**src/rtl/nic_pkg.sv**
```systemverilog
package nic_pkg;
  localparam int LVL_W = 2;
  typedef enum logic [1:0] {PM_RUN, PM_WAIT, PM_HALT} pmode_e;
endpackage

```
**src/rtl/nic_select.sv**
```systemverilog
module nic_select #(
  parameter int N_SRC = 6,
  parameter int LW    = 2,
  parameter int VW    = 3
) (
  input  logic [N_SRC-1:0]    req_i,
  input  logic [N_SRC*LW-1:0] lvl_i,
  input  logic [N_SRC-1:0]    cap_i,
  input  logic [LW-1:0]       core_lvl_i,
  input  logic                filt_i,
  output logic                hit_o,
  output logic [VW-1:0]       vec_o,
  output logic [LW-1:0]       lvl_o,
  output logic                elig_any_o,
  output logic                cap_any_o
);
  logic [N_SRC-1:0] elig, cand;

  for (genvar i = 0; i < N_SRC; i++) begin : g_elig
    assign elig[i] = req_i[i] && (lvl_i[i*LW +: LW] > core_lvl_i);
    assign cand[i] = elig[i] && (!filt_i || cap_i[i]);
  end

  // scan from lowest hw priority so ties resolve to the lower index
  always_comb begin
    logic          h;
    logic [VW-1:0] v;
    logic [LW-1:0] l;
    h = 1'b0;
    v = '0;
    l = '0;
    for (int i = N_SRC-1; i >= 0; i--) begin
      if (cand[i] && (!h || lvl_i[i*LW +: LW] >= l)) begin
        h = 1'b1;
        v = VW'(i);
        l = lvl_i[i*LW +: LW];
      end
    end
    hit_o = h;
    vec_o = v;
    lvl_o = l;
  end

  assign elig_any_o = |elig;
  assign cap_any_o  = |(elig & cap_i);
endmodule

```
**src/rtl/nic_lvl_stack.sv**
```systemverilog
module nic_lvl_stack #(
  parameter int DEPTH = 4,
  parameter int LW    = 2
) (
  input  logic          clk_i,
  input  logic          rst_ni,
  input  logic          push_i,
  input  logic          pop_i,
  input  logic [LW-1:0] din_i,
  output logic [LW-1:0] dout_o,
  output logic          nz_o
);
  localparam int PW = (DEPTH > 1) ? $clog2(DEPTH) : 1;
  localparam int CW = PW + 1;

  logic [LW-1:0] mem_q [DEPTH];
  logic [PW-1:0] ptr_q, rd_idx, wr_nxt;
  logic [CW-1:0] cnt_q;
  logic          pop_ok;

  assign rd_idx = (ptr_q == '0) ? PW'(DEPTH-1) : ptr_q - 1'b1;
  assign wr_nxt = (ptr_q == PW'(DEPTH-1)) ? '0 : ptr_q + 1'b1;
  assign nz_o   = (cnt_q != '0);
  assign pop_ok = pop_i && nz_o;
  assign dout_o = mem_q[rd_idx];

  // pointer wraps silently; overflow overwrites the oldest slot
  always_ff @(posedge clk_i or negedge rst_ni) begin
    if (!rst_ni) begin
      for (int i = 0; i < DEPTH; i++) mem_q[i] <= '0;
      ptr_q <= '0;
      cnt_q <= '0;
    end else if (push_i) begin
      mem_q[ptr_q] <= din_i;
      ptr_q        <= wr_nxt;
      if (cnt_q != '1) cnt_q <= cnt_q + 1'b1;
    end else if (pop_ok) begin
      ptr_q <= rd_idx;
      cnt_q <= cnt_q - 1'b1;
    end
  end
endmodule

```
**src/rtl/nic_pwr.sv**
```systemverilog
module nic_pwr
  import nic_pkg::*;
(
  input  logic clk_i,
  input  logic rst_ni,
  input  logic wait_i,
  input  logic halt_i,
  input  logic wake_any_i,
  input  logic wake_cap_i,
  output logic awake_o,
  output logic halt_wake_o
);
  pmode_e st_q, st_d;

  always_comb begin
    st_d = st_q;
    unique case (st_q)
      PM_RUN:  if (halt_i) st_d = PM_HALT;
               else if (wait_i) st_d = PM_WAIT;
      PM_WAIT: if (wake_any_i) st_d = PM_RUN;
      PM_HALT: if (wake_cap_i) st_d = PM_RUN;
      default: st_d = PM_RUN;
    endcase
  end

  always_ff @(posedge clk_i or negedge rst_ni) begin
    if (!rst_ni) st_q <= PM_RUN;
    else         st_q <= st_d;
  end

  assign awake_o     = (st_q == PM_RUN);
  assign halt_wake_o = (st_q == PM_HALT) && wake_cap_i;
endmodule

```
**src/rtl/nic_prio_ctrl.sv**
```systemverilog
module nic_prio_ctrl
  import nic_pkg::*;
#(
  parameter int           N_SRC   = 6,
  parameter int           DEPTH   = 4,
  parameter logic [1:0]   RST_LVL = 2'b10
) (
  input  logic                       clk_i,
  input  logic                       rst_ni,
  input  logic                       nested_i,
  input  logic [N_SRC-1:0]           req_i,
  input  logic [N_SRC*2-1:0]         src_lvl_i,
  input  logic [N_SRC-1:0]           halt_cap_i,
  input  logic                       mgmt_i,
  input  logic                       iret_i,
  input  logic                       lvl_wr_i,
  input  logic [1:0]                 lvl_wdata_i,
  input  logic                       wait_i,
  input  logic                       halt_i,
  output logic                       take_o,
  output logic [$clog2(N_SRC+1)-1:0] vec_o,
  output logic [1:0]                 core_lvl_o,
  output logic                       awake_o
);
  localparam int VW = $clog2(N_SRC+1);

  logic [LVL_W-1:0] lvl_q, sel_lvl, pop_lvl;
  logic [VW-1:0]    sel_vec;
  logic             sel_hit, elig_any, cap_any;
  logic             mgmt_q, hx_q, halt_wake, stk_nz, cpu_op, ret_ok;

  nic_select #(.N_SRC(N_SRC), .LW(LVL_W), .VW(VW)) u_sel (
    .req_i      (req_i),
    .lvl_i      (src_lvl_i),
    .cap_i      (halt_cap_i),
    .core_lvl_i (lvl_q),
    .filt_i     (hx_q),
    .hit_o      (sel_hit),
    .vec_o      (sel_vec),
    .lvl_o      (sel_lvl),
    .elig_any_o (elig_any),
    .cap_any_o  (cap_any)
  );

  nic_pwr u_pwr (
    .clk_i       (clk_i),
    .rst_ni      (rst_ni),
    .wait_i      (wait_i),
    .halt_i      (halt_i),
    .wake_any_i  (elig_any || mgmt_q),
    .wake_cap_i  (cap_any || mgmt_q),
    .awake_o     (awake_o),
    .halt_wake_o (halt_wake)
  );

  // core-side operations own the cycle; no grant alongside them
  assign cpu_op = iret_i || lvl_wr_i || wait_i || halt_i;
  assign ret_ok = awake_o && iret_i && stk_nz;
  assign take_o = awake_o && !cpu_op &&
                  (mgmt_q || (sel_hit && (nested_i || !stk_nz)));
  assign vec_o  = mgmt_q ? VW'(N_SRC) : sel_vec;

  nic_lvl_stack #(.DEPTH(DEPTH), .LW(LVL_W)) u_stk (
    .clk_i  (clk_i),
    .rst_ni (rst_ni),
    .push_i (take_o),
    .pop_i  (awake_o && iret_i),
    .din_i  (lvl_q),
    .dout_o (pop_lvl),
    .nz_o   (stk_nz)
  );

  always_ff @(posedge clk_i or negedge rst_ni) begin
    if (!rst_ni) begin
      lvl_q  <= RST_LVL;
      mgmt_q <= 1'b0;
      hx_q   <= 1'b0;
    end else begin
      mgmt_q <= mgmt_i || (mgmt_q && !take_o);
      if (take_o)                    lvl_q <= mgmt_q ? '1 : sel_lvl;
      else if (ret_ok)               lvl_q <= pop_lvl;
      else if (awake_o && lvl_wr_i)  lvl_q <= lvl_wdata_i;
      // capability filter lasts until the first handler returns
      if (halt_wake)                 hx_q <= 1'b1;
      else if (awake_o && iret_i)    hx_q <= 1'b0;
    end
  end

  assign core_lvl_o = lvl_q;
endmodule

```
**config.mk**
```make
export PLATFORM = sky130hd
export DESIGN_NAME = nic_prio_ctrl
export DESIGN_NICKNAME = d
export VERILOG_FILES = /design/src/rtl/nic_pkg.sv /design/src/rtl/nic_select.sv /design/src/rtl/nic_lvl_stack.sv /design/src/rtl/nic_pwr.sv /design/src/rtl/nic_prio_ctrl.sv
export SDC_FILE = /design/constraint.sdc
export NUM_CORES = 1
export LEC_CHECK = 0
export ABC_AREA = 1
export ABC_CLOCK_PERIOD_IN_PS = 15500
export BUFFER_PORTS_ARGS = -buffer_cell sky130_fd_sc_hd__buf_2
export CAP_MARGIN = 25
export CORE_UTILIZATION = 49
export DETAILED_ROUTE_END_ITERATION = 6
export PLACE_DENSITY = 0.8
export SETUP_SLACK_MARGIN = 0.1
export SYNTH_ARGS = -nofsm -noshare
export SYNTH_HDL_FRONTEND = slang
export SYNTH_SLANG_ARGS = --single-unit
```
**constraint.sdc**
```tcl
create_clock -name clk_i -period 15.5 [get_ports clk_i]
set_input_delay 4.65 -clock clk_i [delete_from_list [all_inputs] [get_ports clk_i]]
set_output_delay 4.65 -clock clk_i [all_outputs]
set_load 0.005 [all_outputs]
```
==> impl_metrics.tcl <==
set metrics [dict create \
    start_kind "input pin" \
    synthToLayoutAreaGrowth_pct 16.00 \
    drt_iter0_markers 81 \
    cellLeakagePower_uw 0.001358 \
    synth_compound_gate_area_share 0.1385 \
    path_class "in -> out" \
    synthSimpleGateAreaFrac 0.3452 \
    cts_buffer_depth 2 \
    syn_nets 361 \
    grt_max_degree 20 \
    viasPerCell 5.112 \
    final_util 0.5896 \
    grt_pass1_vias 1760 \
    finalSetupTns_ns 0 \
    synth.top_cell.area_share 0.2215 \
    overflow 0 \
    worst_path_most_repeated_cell "nand2_1" \
    numCtsBuffers 3 \
    numPortBuffers 40 \
    hold_start "u_stk.mem_q[4]" \
    core_area_sq_um 4000 \
    die_w_um 66.42 \
    peakVddDrop_v 0.00009036 \
    num_antenna_cells 0 \
    synthCells 300 \
    yosys.area.top_type "dfrtp_1" \
    die_area_sq_um 4411 \
    power_density_nw_per_um2 146.2 \
    period_minus_slack_ns 14.83 \
    synth-seq-cells 19 \
    synthXorXnorAreaFrac 0.004308 \
    dpl_cell_area_sq_um 2296 \
    crit_arrival_ns 10.18 \
    wl_um 4538 \
    rsz0062_at_grt "no" \
    synth_ff_type "dfrtp_1" \
    synth_fa_ha_area_frac 0.1698 \
    fin_area_sq_um 2359 \
    synth_area_sq_um 2033 \
    synth_top_family_by_area "simple AND/OR/NAND/NOR gates" \
    final-hold-violation-count 0 \
    drive_above_1_share 0.2035 \
    reg2reg_from "core_lvl_o[1]" \
    fin_skew_ns 0.003351 \
    cts_sinks 19 \
    wl_per_cell_um 11.52 \
    yosys-mux-area-fraction 0 \
    dp_cells 390 \
    drtPass1Iterations 4 \
    crit_fanout 5 \
    drv_slew 0 \
    drcViolationCount 0 \
    synth_common_cells "nand2_1 (86), inv_1 (55), ha_1 (26), nand3_1 (26), dfrtp_1 (18)" \
    clock_latency_ns 0.25 \
    stdcell_count 394 \
    drv_cap 0 \
    ys_top_cells_by_area "dfrtp_1 (22%), ha_1 (16%), nand2_1 (16%)" \
    yosysMostFrequentCell "nand2_1" \
    syn_avg_cell_area_sq_um 6.777 \
    ioPinCount 41 \
    hold_ws_ns 0.5019 \
    crit_path_end_kind "output port" \
    cts_tree "yes" \
    required_ns 10.85 \
    holdCritPathClass "reg -> reg" \
    antenna_found_initial 0 \
    period_share 0.9570 \
    cpMaxStageDelayCell "ha_1" \
    die_h_um 66.42 \
    fp-row-count 23 \
    grt_pass1_wl_um 7472 \
    worstMarginPinSlew_ns 0.4198 \
    ys_seq_area_frac 0.2345 \
    ant_nets 0 \
    fmax_ghz 0.06741 \
    synth_edf_count 0 \
    crit_path_start "src_lvl_i[11]" \
    start_util 0.5083 \
    status "completed" \
    place.gp.congestion 0.9063 \
    critPathMaxStageDelay_ns 0.30 \
    dp_hpwl_um 3750 \
    maxSlewHeadroom 0.7201 \
    clk_pin_slew_ns 0.07 \
    fin_nets 406 \
    htree_levels 1 \
    root_buffer "clkbuf_8" \
    setup_viol 0 \
    synthArstFlopShare 1.000 \
    grt_usage 0.2212 \
    yosys_warnings 0 \
    vias 2014 \
    yosysUniqueCellTypes 36 \
    cts_setup_buffers 0 \
]
## through the flow
stage	power, uW	setup WS (ns)
3_3_place_gp	296.0	0.6201
4_1_cts	342.5	0.5110
2_1_floorplan	250.8	1.290
6_report	344.9	0.6663
3_5_place_dp	306.2	0.5159
5_1_grt	386.3	0.1221
## flip-flops by register name, summed over array words and instances, names as in the netlist
register,cells
u_stk.mem_q,8
u_stk.cnt_q,3
core_lvl_o,2
u_pwr.st_q,2
u_stk.ptr_q,2
hx_q,1
mgmt_q,1
## cell families after synthesis
kind of cell	after synthesis
buffers and inverters	57
XOR/XNOR	1
flip-flops	19
AO/OA/AOI/OAI	45
AND/OR/NAND/NOR	151
adder cells (fa/ha/maj)	27
## layer usage
layer / GRT usage / vias up / routed length [um] / share of wire
met5: 0 / - / 0 / 0
met4: 0.03457 / 0 / 37 / 0.0082
met3: 0.04655 / 4 / 174 / 0.038
met2: 0.3903 / 43 / 2207 / 0.49
met1: 0.2791 / 899 / 2118 / 0.47
li1: - / 1068 / - / -
## where the power goes
group	leakage (uW)	switching [uW]	internal, uW
clock network	0.0000228	15.8	18.3
registers	0.000234	20.4	69.4
logic	0.00110	136	84.6
## timing repair
action / CTS / global route
setup endpoints to repair: 0 / 3
hold buffers: 0 / 0
resized for setup: 0 / 6
## critical path: cells and delay by family
family / cells / cell delay [ns]
fa+ha+maj: 6 / 1.67
simple gates: 25 / 2.46
buf+inv: 5 / 0.42
compound gates: 8 / 0.99
## cell usage in the layout (no fill, tap or decap), drive strengths merged
cell | synthesis | layout
dfrtp | 18 | 18
nand2 | 95 | 95
or2 | 2 | 2
nand4 | 5 | 5
nand3b | 2 | 2
nand3 | 27 | 27
buf | 0 | 40
o22ai | 1 | 1
and2 | 3 | 3
a21boi | 3 | 3
fa | 1 | 1
o211ai | 2 | 2
dfstp | 1 | 1
xor2 | 1 | 1
o221ai | 1 | 1
inv | 56 | 56
a32o | 1 | 1
a21oi | 10 | 10
o2111ai | 1 | 1
clkbuf | 0 | 4
nor3 | 4 | 4
o21bai | 6 | 6
clkinv | 1 | 1
ha | 26 | 26
nor2 | 13 | 13
o21ai | 20 | 20
## cell type report
type                            instances  area [sq um]
Tap cell                               50         62.56
Inverter                               57         219.0
Multi-Input combinational cell        224          1355
Sequential cell                        19         476.7
Clock buffer                            4         45.04
Fill cell                             390          1642
Timing Repair Buffer                   40         200.2
## final timing paths
check / slack (ns) / cells after the start / end
max reg2reg: 9.19 / 46 / core_lvl_o[0]
min in group asynchronous: 4.32 / 1 / core_lvl_o[0]
max in group asynchronous: 10.86 / 1 / core_lvl_o[1]
max: 0.67 / 44 / vec_o[2]
min reg2reg: 0.50 / 2 / u_stk.mem_q[4]
min: 0.50 / 2 / u_stk.mem_q[4]
(Power assumes the default switching activity.)
